## src/rtl/cnv_stat_pkg.sv

```systemverilog
package cnv_stat_pkg;

    typedef enum logic [0:0] {
        S_IDLE = 1'b0,
        S_RESP = 1'b1
    } rd_state_e;

    localparam int unsigned ADR_STAT  = 0;
    localparam int unsigned ADR_MASK  = 1;
    localparam int unsigned ADR_DAT_P = 2;
    localparam int unsigned ADR_DAT_A = 3;
    localparam int unsigned ADR_DAT_B = 4;

endpackage

```

## src/rtl/cnv_stat_bus.sv

```systemverilog
module cnv_stat_bus
    import cnv_stat_pkg::*;
#(
    parameter int DATA_W = 16,
    parameter int LOW_W  = 8,
    parameter int N_RDY  = 3,
    parameter int ADDR_W = 3
) (
    input  logic              clk,
    input  logic              rst_n,
    input  logic [ADDR_W-1:0] addr,
    input  logic              rd,
    input  logic              wr,
    input  logic [DATA_W-1:0] wdata,
    input  logic              pri_en,
    input  logic [DATA_W-1:0] status_q,
    output logic [LOW_W-1:0]  mask_q,
    output logic [DATA_W-1:0] clr_vec,
    output logic [DATA_W-1:0] rdata,
    output logic              rvalid
);

    localparam int N_UPPER = DATA_W - N_RDY;

    rd_state_e state_q, state_d;
    logic hit_stat, hit_mask, hit_p, hit_a, hit_b;
    logic clr_rdy, clr_upper;
    logic [DATA_W-1:0] rd_mux;
    logic [DATA_W-1:0] rdata_q;

    // address decode
    always_comb begin
        hit_stat = (addr == ADDR_W'(ADR_STAT));
        hit_mask = (addr == ADDR_W'(ADR_MASK));
        hit_p    = (addr == ADDR_W'(ADR_DAT_P));
        hit_a    = (addr == ADDR_W'(ADR_DAT_A));
        hit_b    = (addr == ADDR_W'(ADR_DAT_B));
    end

    // clear-on-read rule: primary data always, secondaries only with primary off
    always_comb begin
        clr_rdy   = rd && (hit_p || (!pri_en && (hit_a || hit_b)));
        clr_upper = rd && hit_stat;
        clr_vec   = {{N_UPPER{clr_upper}}, {N_RDY{clr_rdy}}};
    end

    // mask register, software read/write
    always_ff @(posedge clk or negedge rst_n) begin
        if (!rst_n) begin
            mask_q <= '0;
        end else if (wr && hit_mask) begin
            mask_q <= wdata[LOW_W-1:0];
        end
    end

    // read data selection
    always_comb begin
        if (hit_stat) begin
            rd_mux = status_q;
        end else if (hit_mask) begin
            rd_mux = DATA_W'(mask_q);
        end else begin
            rd_mux = '0;
        end
    end

    // response machine: state register
    always_ff @(posedge clk or negedge rst_n) begin
        if (!rst_n) begin
            state_q <= S_IDLE;
        end else begin
            state_q <= state_d;
        end
    end

    always_comb begin
        state_d = state_q;
        unique case (state_q)
            S_IDLE:  if (rd) state_d = S_RESP;
            S_RESP:  if (!rd) state_d = S_IDLE;
            default: state_d = S_IDLE;
        endcase
    end

    // response machine: outputs
    always_ff @(posedge clk or negedge rst_n) begin
        if (!rst_n) begin
            rdata_q <= '0;
        end else if (rd) begin
            rdata_q <= rd_mux;
        end
    end

    assign rdata  = rdata_q;
    assign rvalid = (state_q == S_RESP);

endmodule

```

## src/rtl/cnv_stat_bits.sv

```systemverilog
module cnv_stat_bits #(
    parameter int DATA_W = 16
) (
    input  logic              clk,
    input  logic              rst_n,
    input  logic [DATA_W-1:0] set_vec,
    input  logic [DATA_W-1:0] clr_vec,
    output logic [DATA_W-1:0] status_q
);

    for (genvar b = 0; b < DATA_W; b++) begin : g_bit
        // set has priority so a strobe meeting a clearing read is kept
        always_ff @(posedge clk or negedge rst_n) begin
            if (!rst_n) begin
                status_q[b] <= 1'b0;
            end else if (set_vec[b]) begin
                status_q[b] <= 1'b1;
            end else if (clr_vec[b]) begin
                status_q[b] <= 1'b0;
            end
        end
    end

endmodule

```

## src/rtl/cnv_stat_irq_gen.sv

```systemverilog
module cnv_stat_irq_gen #(
    parameter int LOW_W = 8
) (
    input  logic             clk,
    input  logic             rst_n,
    input  logic [LOW_W-1:0] src,
    input  logic [LOW_W-1:0] mask,
    output logic             irq
);

    logic [LOW_W-1:0] gated;

    for (genvar i = 0; i < LOW_W; i++) begin : g_gate
        assign gated[i] = src[i] & mask[i];
    end

    always_ff @(posedge clk or negedge rst_n) begin
        if (!rst_n) begin
            irq <= 1'b0;
        end else begin
            irq <= |gated;
        end
    end

endmodule

```

## src/rtl/cnv_stat_irq.sv

```systemverilog
module cnv_stat_irq #(
    parameter int DATA_W = 16,
    parameter int LOW_W  = 8,
    parameter int N_RDY  = 3,
    parameter int ADDR_W = 3,
    localparam int N_EVT = LOW_W - N_RDY,
    localparam int HI_W  = DATA_W - LOW_W
) (
    input  logic              clk,
    input  logic              rst_n,
    input  logic [ADDR_W-1:0] addr,
    input  logic              rd,
    input  logic              wr,
    input  logic [DATA_W-1:0] wdata,
    output logic [DATA_W-1:0] rdata,
    output logic              rvalid,
    input  logic              pri_en,
    input  logic [N_RDY-1:0]  rdy_set,
    input  logic [N_EVT-1:0]  evt_set,
    input  logic [HI_W-1:0]   flg_set,
    output logic              irq
);

    logic [DATA_W-1:0] status_q;
    logic [DATA_W-1:0] clr_vec;
    logic [DATA_W-1:0] set_vec;
    logic [LOW_W-1:0]  mask_q;

    assign set_vec = {flg_set, evt_set, rdy_set};

    cnv_stat_bus #(
        .DATA_W(DATA_W), .LOW_W(LOW_W), .N_RDY(N_RDY), .ADDR_W(ADDR_W)
    ) bus_i (
        .clk(clk), .rst_n(rst_n), .addr(addr), .rd(rd), .wr(wr),
        .wdata(wdata), .pri_en(pri_en), .status_q(status_q),
        .mask_q(mask_q), .clr_vec(clr_vec), .rdata(rdata), .rvalid(rvalid)
    );

    cnv_stat_bits #(.DATA_W(DATA_W)) bits_i (
        .clk(clk), .rst_n(rst_n), .set_vec(set_vec), .clr_vec(clr_vec),
        .status_q(status_q)
    );

    cnv_stat_irq_gen #(.LOW_W(LOW_W)) irq_i (
        .clk(clk), .rst_n(rst_n), .src(status_q[LOW_W-1:0]), .mask(mask_q),
        .irq(irq)
    );

endmodule

```

## config.mk

```make
export PLATFORM = sky130hd
export DESIGN_NAME = cnv_stat_irq
export DESIGN_NICKNAME = d
export VERILOG_FILES = /design/src/rtl/cnv_stat_pkg.sv /design/src/rtl/cnv_stat_bus.sv /design/src/rtl/cnv_stat_bits.sv /design/src/rtl/cnv_stat_irq_gen.sv /design/src/rtl/cnv_stat_irq.sv
export SDC_FILE = /design/constraint.sdc
export NUM_CORES = 1
export LEC_CHECK = 0
export ABC_CLOCK_PERIOD_IN_PS = 2000
export BUFFER_PORTS_ARGS = -buffer_cell sky130_fd_sc_hd__buf_2
export CAP_MARGIN = 20
export CORE_ASPECT_RATIO = 0.8
export CORE_MARGIN = 4
export CORE_UTILIZATION = 53
export DETAILED_ROUTE_END_ITERATION = 16
export HOLD_SLACK_MARGIN = 0.08
export PLACE_DENSITY = 0.84
export SYNTH_ARGS = -nofsm -noshare
export SYNTH_HDL_FRONTEND = slang
export SYNTH_SLANG_ARGS = --single-unit
```

## constraint.sdc

```tcl
create_clock -name clk -period 2 [get_ports clk]
set_input_delay 0.3 -clock clk [delete_from_list [all_inputs] [get_ports clk]]
set_output_delay 0.3 -clock clk [all_outputs]
set_load 0.01 [all_outputs]
```

==> metrics.yaml, run 1 <==
final_layout:
  utilization: 0.675
  n_fill_cell: 218
  drive_gt1_frac: 0.376
  final_nets: 225
  diodes: 0
  syn2layout_area_growth_pct: 22.5
floorplan:
  dieHeight_um: 58.6
  coreArea_um2: 3090
  rows: 18
  io_pins: 58
  die_x_um: 71.3
  die_area_um2: 4180
  start_util: 0.551
synthesis:
  syn_nets: 172
  synth_most_common_cell: "dfrtp_1"
  synthTopCellsByArea: "dfrtp_1 (62%), mux2_4 (7.1%), a21o_1 (5.7%), a221o_1 (4.7%), nor2b_1 (2.9%)"
  ys_seq_area_frac: 0.619
  syn-cell-area_um2: 1700
  synth_top_cell_by_area: "dfrtp_1"
  synth_cell_type_count: 21
  avgSynthCellArea_um2: 12.9
  synth_top_area_share: 0.619
  synth-edff-count: 0
  synthTopCellsByCount: "dfrtp_1 (42), a21o_1 (13), inv_1 (12)"
  synth_cells: 132
  async_flop_share: 1.00
  yosysWarningCount: 0
  ys_seq_elements: 42
  ys.flop_type: "dfrtp_1"
clock_tree:
  root_buffer: "clkbuf_8"
  clkSlewWorstSetupHoldPaths_ns: 0.08
  numCtsBuffers: 5
  cts.sinks: 42
  clock_latency_ns: 0.29
  clock_path_buffers: 2
  cts_tree: "done"
  htreeDepth: 2
worst_hold_path:
  min_path_cells: 2
  min_from: "flg_set[6]"
  min_to: "bits_i.status_q[14]$_DFFE_PN0P_"
  hold_path_class: "input port to flop"
worst_setup_path:
  crit_path_start_kind: "input port"
  required_ns: 2.17
  crit_arrival_ns: 1.49
  crit_family: "simple AND/OR/NAND/NOR gates"
  critPathSlowestCell: "nand3b_1"
  end_kind: "flop"
  critPathMaxFanout: 23
  max_stage_delay_ns: 0.52
  reg2reg_setup_slack_ns: 1.09
  cp_num_buf_inv: 1
  crit_chain: "buf_2 > nand3b_1 > a21o_1"
  r2r_end: "bus_i.rdata[0]$_DFFE_PN0P_"
  r2r_cells: 2
  reg2reg_from: "bus_i.rdata[0]$_DFFE_PN0P_"
  path_class: "input port to flop"
timing:
  maxSlewViolCount: 0
  relSlewSlack: 0.596
  finalCritPeriodShare: 0.660
  setup_viol: 0
  period_minus_slack_ns: 1.32
  fmax_ghz: 0.758
  rsz0062_at_grt: "false"
  hold_viol_final: 0
  tightest_slew_ns: 0.606
  holdWs_ns: 0.183
  fin_setup_tns_ns: 0
  finClkSkew_ns: 0.00349
drt:
  final_antenna_net_count: 0
  routed_wl_um: 3560
  vias_per_cell: 5.28
  vias: 1193
  wl_per_cell_um: 15.7
  drc_errors: 0
  drt_first_pass_iters: 4
  drtIter0Drc: 68
placed_design:
  gp_congestion: 0.787
  port_buffers: 49
  place_hpwl_um: 2500
run:
  cap_viol_max_count: 0
global_routing:
  grt_start_max_net_pins: 43
  grt_pass1_wl_um: 5800
  grt_antenna_before_repair: 0
  grt_pass1_vias: 1223
  gr-total-overflow: 0
  grt_use_total: 0.187
power:
  p_leak_nw: 0.996
  powerDensity_nw_per_um2: 878
  peakVddDrop_uv: 384
status:
  outcome: "finished clean"
-- cell type report --
| class | instances | area, um2 | share of cell area |
|---|---|---|---|
| tap | 40 | 50.0 | 0.0240 |
| timing repair buffer | 52 | 270 | 0.130 |
| multi-input combinational | 72 | 556 | 0.267 |
| sequential | 42 | 1050 | 0.505 |
| clock buffer | 8 | 110 | 0.0529 |
| inverter | 12 | 45.0 | 0.0216 |
-- layer usage --
metal | share of wire | routed length, um | up-vias | global-route usage
met5 | 0 | 0 | - | 0
met4 | 0.015 | 52 | 0 | 0.0643
met3 | 0.077 | 273 | 7 | 0.0631
met2 | 0.49 | 1740 | 44 | 0.297
met1 | 0.42 | 1490 | 576 | 0.243
li1 | - | - | 566 | -
-- cells by family (layout without fill, tap and decap cells) --
group	count (synthesis)	in the layout	synth area share
compound gates	37	37	0.162
buf+inv	18	72	0.0545
flops	42	42	0.619
mux	8	8	0.0707
simple gates	27	27	0.0943
-- state kept, by name, summed over array words and instances (netlist names) --
signal           flops
bus_i.rvalid         1
irq_i.irq            1
bus_i.rdata         16
bits_i.status_q     16
bus_i.mask_q         8
-- worst max path at each step --
stage,from,to,slack [ns],depth (start not counted)
final,rd,bits_i.status_q[11]$_DFFE_PN0P_,0.68,3
after global routing,rd,bits_i.status_q[11]$_DFFE_PN0P_,0.57,3
after CTS,rd,bits_i.status_q[11]$_DFFE_PN0P_,0.65,3
after detailed placement,rd,bits_i.status_q[11]$_DFFE_PN0P_,0.35,3
after global placement,rd,bits_i.status_q[7]$_DFFE_PN0P_,0.40,3
after floorplan,addr[1],bus_i.mask_q[0]$_DFFE_PN0P_,0.86,4
-- through the flow --
stage / instance area [um2] / setup slack (ns) / power [mW] / instances
6_report: 2080 / 0.681 / 1.83 / 226
5_1_grt: 2080 / 0.569 / 1.92 / 226
2_1_floorplan: 1700 / 0.864 / 1.12 / 132
3_5_place_dp: 1960 / 0.349 / 1.23 / 217
3_3_place_gp: 1960 / 0.399 / 1.22 / 217
4_1_cts: 2080 / 0.648 / 1.84 / 226
-- worst reg2reg max path: cells and delay by family, from the launching register on --
kind | cells | cell delay, ns
AO/OA/AOI/OAI | 1 | 0.28
AND/OR/NAND/NOR | 1 | 0.13
flip-flops | 1 | 0.38
-- cells in the final DEF, fill, tap and decap left out, drive strengths merged --
cell         netlist  routed
a21o              13      13
a221o              8       8
a22oi              4       4
a31o               1       1
a31oi              3       3
and3               2       2
buf                5      51
clkbuf             1       8
dfrtp             42      42
dlygate4sd3        0       1
inv               12      12
mux2               8       8
nand2              9       9
nand3b             1       1
nand4              1       1
nor2               4       4
nor2b              8       8
nor4b              2       2
o21ai              8       8
-- where the power goes --
| group | total (mW) | switching [mW] | internal, mW | leakage, nW |
|---|---|---|---|---|
| registers | 0.975 | 0.0516 | 0.923 | 0.479 |
| clock network | 0.615 | 0.266 | 0.348 | 0.0575 |
| logic | 0.238 | 0.106 | 0.132 | 0.460 |
-- timing repair --
item,in CTS,in global routing
setup buffers,0,0
endpoints found under the hold margin,12,0
resized for setup,0,0
hold buffers,1,0
Note: power is estimated with default switching activity, not from simulation.
==> run 2: changes to the inputs <==
--- a/config.mk
+++ b/config.mk
@@ -5,15 +5,16 @@
 export SDC_FILE = /design/constraint.sdc
 export NUM_CORES = 1
 export LEC_CHECK = 0
-export ABC_CLOCK_PERIOD_IN_PS = 2000
+export ABC_AREA = 1
+export ABC_CLOCK_PERIOD_IN_PS = 1300
 export BUFFER_PORTS_ARGS = -buffer_cell sky130_fd_sc_hd__buf_2
 export CAP_MARGIN = 20
 export CORE_ASPECT_RATIO = 0.8
 export CORE_MARGIN = 4
-export CORE_UTILIZATION = 53
+export CORE_UTILIZATION = 49
 export DETAILED_ROUTE_END_ITERATION = 16
 export HOLD_SLACK_MARGIN = 0.08
-export PLACE_DENSITY = 0.84
+export PLACE_DENSITY = 0.78
 export SYNTH_ARGS = -nofsm -noshare
 export SYNTH_HDL_FRONTEND = slang
 export SYNTH_SLANG_ARGS = --single-unit
==> constraint.sdc (replaced) <==
create_clock -name clk -period 1.3 [get_ports clk]
set_input_delay 0.195 -clock clk [delete_from_list [all_inputs] [get_ports clk]]
set_output_delay 0.195 -clock clk [all_outputs]
set_load 0.01 [all_outputs]
==> run 2 against run 1 <==
Against the previous run: sequential power grew 52%; clock skew up 0.00072 ns; global-route usage decreased by 0.14 points; critical path depth down 2; synthesized cell count up 33%; cell count is 25% higher; worst hold slack worse by 0.093 ns; clock-buffer cell count fell by 1; setup slack got worse by 0.42 ns; utilization is 2.6 points lower; final area rose by 6.6%; area after synthesis rose by 2.7%; largest cell class unchanged; highest routed layer unchanged.
==> metrics.yaml, run 2 <==
global_routing:
  gr-total-overflow: 0  # unchanged
  grt_start_max_net_pins: 29  # -33%
  grt_antenna_before_repair: 0  # unchanged
  grt_pass1_wl_um: 6130  # +5.7%
  grt_pass1_vias: 1333  # +9.0%
  grt_use_total: 0.186  # -0.00141
timing:
  finalCritPeriodShare: 0.799
  setup_viol: 0  # unchanged
  rsz0062_at_grt: "false"
  fmax_ghz: 0.963
  period_minus_slack_ns: 1.04
  relSlewSlack: 0.765  # +0.169
  fin_setup_tns_ns: 0  # unchanged
  maxSlewViolCount: 0  # unchanged
  fin_ws_ns: 0.262  # -0.419 ns
  hold_viol_final: 0  # unchanged
  tightest_slew_ns: 0.353  # -0.253 ns
  finClkSkew_ns: 0.00421  # +0.000716 ns
final_layout:
  syn2layout_area_growth_pct: 27.2
  n_fill_cell: 288  # +32%
  drive_gt1_frac: 0.288  # -0.0888
  diodes: 0  # unchanged
  final_cell_mix: "nand2_1 (57), buf_2 (49), dfrtp_1 (42)"
  final_common_cell: "nand2_1"
  final_nets: 279  # +24%
synthesis:
  synthTopCellsByCount: "nand2_1 (57), dfrtp_1 (42), nand3_1 (25)"
  syn_nets: 216  # +26%
  ys_seq_area_frac: 0.602  # -0.0164
  synth-edff-count: 0  # unchanged
  async_flop_share: 1.00  # unchanged
  avgSynthCellArea_um2: 9.92  # -23%
  ys.flop_type: "dfrtp_1"
  synthTopCellsByArea: "dfrtp_1 (60%), nand2_1 (12%), nand3_1 (7.2%), o21bai_1 (3.4%), buf_6 (3.2%)"
  synth_top_area_share: 0.602  # -0.0164
  synth_most_common_cell: "nand2_1"
  yosysWarningCount: 0  # unchanged
  synth_cell_type_count: 18  # -14%
  synth_top_cell_by_area: "dfrtp_1"
  synth_cells: 176  # +33%
  ys_seq_elements: 42  # unchanged
  syn-cell-area_um2: 1750  # +2.7%
worst_setup_path:
  required_ns: 1.11  # -1.06 ns
  crit_chain: "buf_2"
  crit_path_start: "bus_i.rdata[4]$_DFFE_PN0P_"
  crit_arrival_ns: 0.84  # -0.65 ns
  path_class: "flop to output port"
  critPathMaxFanout: 2  # -91%
  reg2reg_from: "bits_i.status_q[7]$_DFFE_PN0P_"
  crit_path_start_kind: "flop"
  crit_end: "rdata[4]"
  end_kind: "output port"
  r2r_end: "irq_i.irq$_DFF_PN0_"
  critPathSlowestCell: "dfrtp_1"
  reg2reg_setup_slack_ns: 0.32  # -0.77 ns
  crit_family: "flip-flops"
  cp_num_buf_inv: 1  # unchanged
  max_stage_delay_ns: 0.40  # -0.12 ns
  r2r_cells: 3  # +1
  path_depth: 1  # -2
clock_tree:
  clkSlewWorstSetupHoldPaths_ns: 0.08  # about the same
  clock_latency_ns: 0.29  # about the same
  cts_tree: "done"
  root_buffer: "clkbuf_8"
  numCtsBuffers: 5  # unchanged
  htreeDepth: 2  # unchanged
  cts.sinks: 42  # unchanged
  clock_path_buffers: 2  # unchanged
power:
  peakVddDrop_uv: 829  # +120%
  p_total_mw: 2.70  # +48%
  p_leak_nw: 1.20  # +20%
  powerDensity_nw_per_um2: 1220  # +39%
placed_design:
  port_buffers: 49  # unchanged
  place_hpwl_um: 2520  # +0.81%
  pre_cts_ws_ns: 0.170  # -0.179 ns
  gp_congestion: 0.805  # +2.2%
drt:
  vias_per_cell: 4.99  # -5.5%
  final_antenna_net_count: 0  # unchanged
  drc_errors: 0  # unchanged
  vias: 1406  # +18%
  wl_per_cell_um: 13.1  # -17%
  drtIter0Drc: 91  # +34%
  drt_first_pass_iters: 4  # unchanged
  routed_wl_um: 3700  # +4.0%
worst_hold_path:
  hold_path_class: "input port to flop"
floorplan:
  dieHeight_um: 61.4  # +4.7%
  rows: 19  # +1
  coreArea_um2: 3420  # +11%
  io_pins: 58  # unchanged
  die_area_um2: 4590  # +9.7%
  start_util: 0.510  # -0.0408
  die_x_um: 74.7  # +4.8%
status:
  outcome: "finished clean"
run:
  cap_viol_max_count: 0  # unchanged
-- run 2: cell types whose count changed after synthesis, moves of 3 or more --
| cell | delta |
|---|---|
| nand2_1 | +48 |
| nand3_1 | +25 |
| a21o_1 | -8 |
| a221o_1 | -8 |
| mux2_4 | -8 |
| nor2b_1 | -8 |
| o21bai_1 | +8 |
| a22oi_1 | -4 |
| a31oi_1 | -3 |
| nor2_1 | -3 |
-- run 2: repair_timing --
action                    in CTS  in global routing
hold buffers                   7                  2
gates resized for setup        0                  0
buffers inserted               0                  0
hold endpoints to repair      20                  2
-- run 2: layer usage --
layer / up-vias / part of all wire / track usage
li1: 693 / - / -
met1: 662 / 0.43 / 0.255
met2: 44 / 0.46 / 0.272
met3: 7 / 0.082 / 0.0685
met4: 0 / 0.021 / 0.0711
met5: - / 0 / 0
-- run 2: power by group --
group | leakage (nW) | switching (mW) | internal, mW
Clock | 0.0482 | 0.425 | 0.428
Sequential | 0.484 | 0.0694 | 1.41
Combinational | 0.667 | 0.201 | 0.165
Total | 1.20 | 0.695 | 2.01
-- run 2: per-stage QoR --
stage	area [um2]	cells	hold WS (ns)	util
after floorplan	1750	176	-0.101	-
after global placement	2040	265	0.128	0.595
after detailed placement	2040	265	0.126	0.595
after CTS	2200	280	0.0815	0.643
after global routing	2220	282	0.0811	0.648
final	2220	282	0.0908	0.648
-- run 2: layout make-up --
class | instances | area [um2] | share of cell area
clock buffers | 7 | 86.3 | 0.0389
inverters | 15 | 68.8 | 0.0310
well taps | 42 | 52.6 | 0.0237
clock inverters | 1 | 5.00 | 0.00225
multi-input cells | 113 | 566 | 0.255
flip-flops and latches | 42 | 1050 | 0.474
repair buffers | 62 | 390 | 0.176
-- run 2: cells by family after synthesis --
group,synth area share
buf+inv,0.0738
compound gates,0.0846
flops,0.602
simple gates,0.239
-- run 2: worst min path at each step --
stage | start | endpoint | slack, ns | cells past startpoint
finish | flg_set[7] | bits_i.status_q[15]$_DFFE_PN0P_ | 0.09 | 2
global route | evt_set[2] | bits_i.status_q[5]$_DFFE_PN0P_ | 0.08 | 2
CTS | evt_set[2] | bits_i.status_q[5]$_DFFE_PN0P_ | 0.08 | 2
detailed placement | rst_n | bus_i.rdata[0]$_DFFE_PN0P_ | 0.13 | 1
global placement | rst_n | bus_i.rdata[2]$_DFFE_PN0P_ | 0.13 | 1
floorplan | rst_n | bits_i.status_q[0]$_DFFE_PN0P_ | -0.10 | 0
==> run 3: changes to the inputs <==
--- a/config.mk
+++ b/config.mk
@@ -6,7 +6,7 @@
 export NUM_CORES = 1
 export LEC_CHECK = 0
 export ABC_AREA = 1
-export ABC_CLOCK_PERIOD_IN_PS = 1300
+export ABC_CLOCK_PERIOD_IN_PS = 1000
 export BUFFER_PORTS_ARGS = -buffer_cell sky130_fd_sc_hd__buf_2
 export CAP_MARGIN = 20
 export CORE_ASPECT_RATIO = 0.8
==> constraint.sdc (replaced) <==
create_clock -name clk -period 1 [get_ports clk]
set_input_delay 0.15 -clock clk [delete_from_list [all_inputs] [get_ports clk]]
set_output_delay 0.15 -clock clk [all_outputs]
set_load 0.01 [all_outputs]
==> run 3 against run 2 <==
Against the previous run: flip-flop and latch count stayed put; cell count is 8.5% higher; utilization increased by 6.4 points; clock-buffer cell count decreased by 2; via count grew 3.6%; register-to-register slack got worse by 0.25 ns; final area up 9.9%; global-route usage increased by 0.49 points; routed wire length is 4.2% higher; clock power rose by 50%; die area unchanged; clock skew rose by 0.0028 ns; largest cell class unchanged; largest power group unchanged; highest routed layer unchanged.
==> metrics.yaml, run 3 (synthesis results as in run 2) <==
status:
  outcome: "finished clean"
global_routing:
  grt_use_total: 0.191  # +0.00493
  grt_start_max_net_pins: 43  # +48%
  gr-total-overflow: 0  # unchanged
  grt_pass1_wl_um: 6360  # +3.7%
  grt_antenna_before_repair: 0  # unchanged
  grt_pass1_vias: 1373  # +3.0%
final_layout:
  final_cell_mix: "nand2_1 (57), buf_2 (49), dfrtp_1 (42)"
  final_nets: 303  # +8.6%
  diodes: 0  # unchanged
  syn2layout_area_growth_pct: 39.8
  utilization: 0.713  # +0.0643
  final_common_cell: "nand2_1"
  drive_gt1_frac: 0.326  # +0.0383
placed_design:
  place_hpwl_um: 2700  # +6.9%
  port_buffers: 49  # unchanged
  gp_congestion: 0.834  # +3.6%
  pre_cts_ws_ns: -0.0398  # -0.210 ns
clock_tree:
  numCtsBuffers: 5  # unchanged
  cts_tree: "done"
  clock_path_buffers: 2  # unchanged
  root_buffer: "clkbuf_8"
  clkSlewWorstSetupHoldPaths_ns: 0.08  # about the same
  htreeDepth: 2  # unchanged
  cts.sinks: 42  # unchanged
  clock_latency_ns: 0.29  # about the same
timing:
  tightest_slew_ns: 0.257  # -0.0957 ns
  rsz0062_at_grt: "true"
  fmax_ghz: 1.02
  period_minus_slack_ns: 0.985
  finalCritPeriodShare: 0.985
  fin_ws_ns: 0.0150  # -0.247 ns
  hold_viol_final: 0  # unchanged
  maxSlewViolCount: 0  # unchanged
  holdWs_ns: 0.0879  # -0.00286 ns
  finClkSkew_ns: 0.00700  # +0.00279 ns
  relSlewSlack: 0.828  # +0.0634
  setup_viol: 0  # unchanged
power:
  peakVddDrop_uv: 1610  # +94%
  intPower_mw: 2.87  # +43%
  power_frac_clock: 0.338  # +0.022
  p_comb_frac: 0.157  # +0.022
  switchingPower_mw: 0.917  # +32%
  powerDensity_nw_per_um2: 1550  # +28%
  p_leak_nw: 1.32  # +10%
  switching_share: 0.242  # -0.0153
  seq_power_share: 0.505  # -0.044
floorplan:
  coreArea_um2: 3420  # unchanged
  dieHeight_um: 61.4  # unchanged
  start_util: 0.510  # unchanged
  die_x_um: 74.7  # unchanged
  io_pins: 58  # unchanged
  rows: 19  # unchanged
  die_area_um2: 4590  # unchanged
worst_hold_path:
  min_to: "bus_i.mask_q[2]$_DFFE_PN0P_"
  min_from: "wdata[2]"
  hold_path_class: "input port to flop"
  min_path_cells: 3  # +1
drt:
  final_antenna_net_count: 0  # unchanged
  vias_per_cell: 4.76  # -4.6%
  drc_errors: 0  # unchanged
  drtIter0Drc: 84  # -7.7%
  drt_first_pass_iters: 4  # unchanged
  wl_per_cell_um: 12.6  # -4.0%
  routed_wl_um: 3850  # +4.2%
  vias: 1456  # +3.6%
worst_setup_path:
  reg2reg_from: "bits_i.status_q[7]$_DFFE_PN0P_"
  end_kind: "output port"
  max_stage_delay_ns: 0.40  # about the same
  required_ns: 0.85  # -0.26 ns
  path_class: "flop to output port"
  reg2reg_setup_slack_ns: 0.07  # -0.25 ns
  critPathMaxFanout: 2  # unchanged
  r2r_cells: 3  # unchanged
  crit_chain: "buf_2"
  cp_num_buf_inv: 1  # unchanged
  critPathSlowestCell: "dfrtp_1"
  crit_path_start_kind: "flop"
  crit_family: "flip-flops"
  crit_arrival_ns: 0.83  # about the same
  r2r_end: "irq_i.irq$_DFF_PN0_"
run:
  cap_viol_max_count: 0  # unchanged
==> run 3: how the worst max path moves through the flow <==
stage                                               from                     endpoint  slack (ns)  depth (start not counted)
after CTS                     bus_i.rdata[3]$_DFFE_PN0P_                     rdata[3]       0.004                          1
after global placement                           addr[2]  bus_i.mask_q[7]$_DFFE_PN0P_      -0.008                          7
after detailed placement                         addr[2]  bus_i.mask_q[7]$_DFFE_PN0P_       -0.04                          7
after global routing          bus_i.rdata[7]$_DFFE_PN0P_                     rdata[7]       -0.02                          1
final                         bus_i.rdata[3]$_DFFE_PN0P_                     rdata[3]        0.02                          1
after floorplan           bits_i.status_q[2]$_DFFE_PN0P_          irq_i.irq$_DFF_PN0_        0.09                          3
==> run 3: worst min-delay path, cell delays in order <==
cell     delay [ns]
buf_2          0.07
nand3_1        0.06
nand2_1        0.06
==> run 3: per-layer routing <==
metal  wire length, um  global-route usage  vias up
met3               256              0.0408        5
met4                43              0.0609        0
met1              1710               0.266      664
li1                  -                   -      744
met2              1840               0.302       43
met5                 0                   0        -
==> run 3: repair_timing <==
item,CTS,global route
resized for setup,0,1
hold buffers,17,0
buffers inserted,0,4
endpoints found under the setup margin,0,9
hold endpoints to repair,58,0
==> run 3: stage by stage <==
step                      instance area, um2  std cells  power (mW)  setup TNS [ns]
after floorplan                         1750        176        2.19               0
after detailed placement                2130        277        2.47          -0.228
after CTS                               2410        302        3.81               0
after global routing                    2440        306        4.01         -0.0359
after global placement                  2130        277        2.46         -0.0203
final                                   2440        306        3.79               0
==> run 3: final cells by class <==
| type | count | area (um2) |
|---|---|---|
| inverters | 15 | 68.8 |
| flip-flops and latches | 42 | 1050 |
| fillers | 248 | 983 |
| multi-input cells | 113 | 568 |
| repair buffers | 86 | 591 |
| clock inverters | 3 | 40.0 |
| clock buffers | 5 | 68.8 |
| well taps | 42 | 52.6 |
==> run 3: power groups by stage <==
stage	combinational, mW	clock [mW]	sequential [mW]
after floorplan	0.224	0	1.97
after global placement	0.512	0	1.94
after detailed placement	0.526	0	1.95
after CTS	0.579	1.31	1.92
after global routing	0.672	1.40	1.93
final	0.594	1.28	1.92
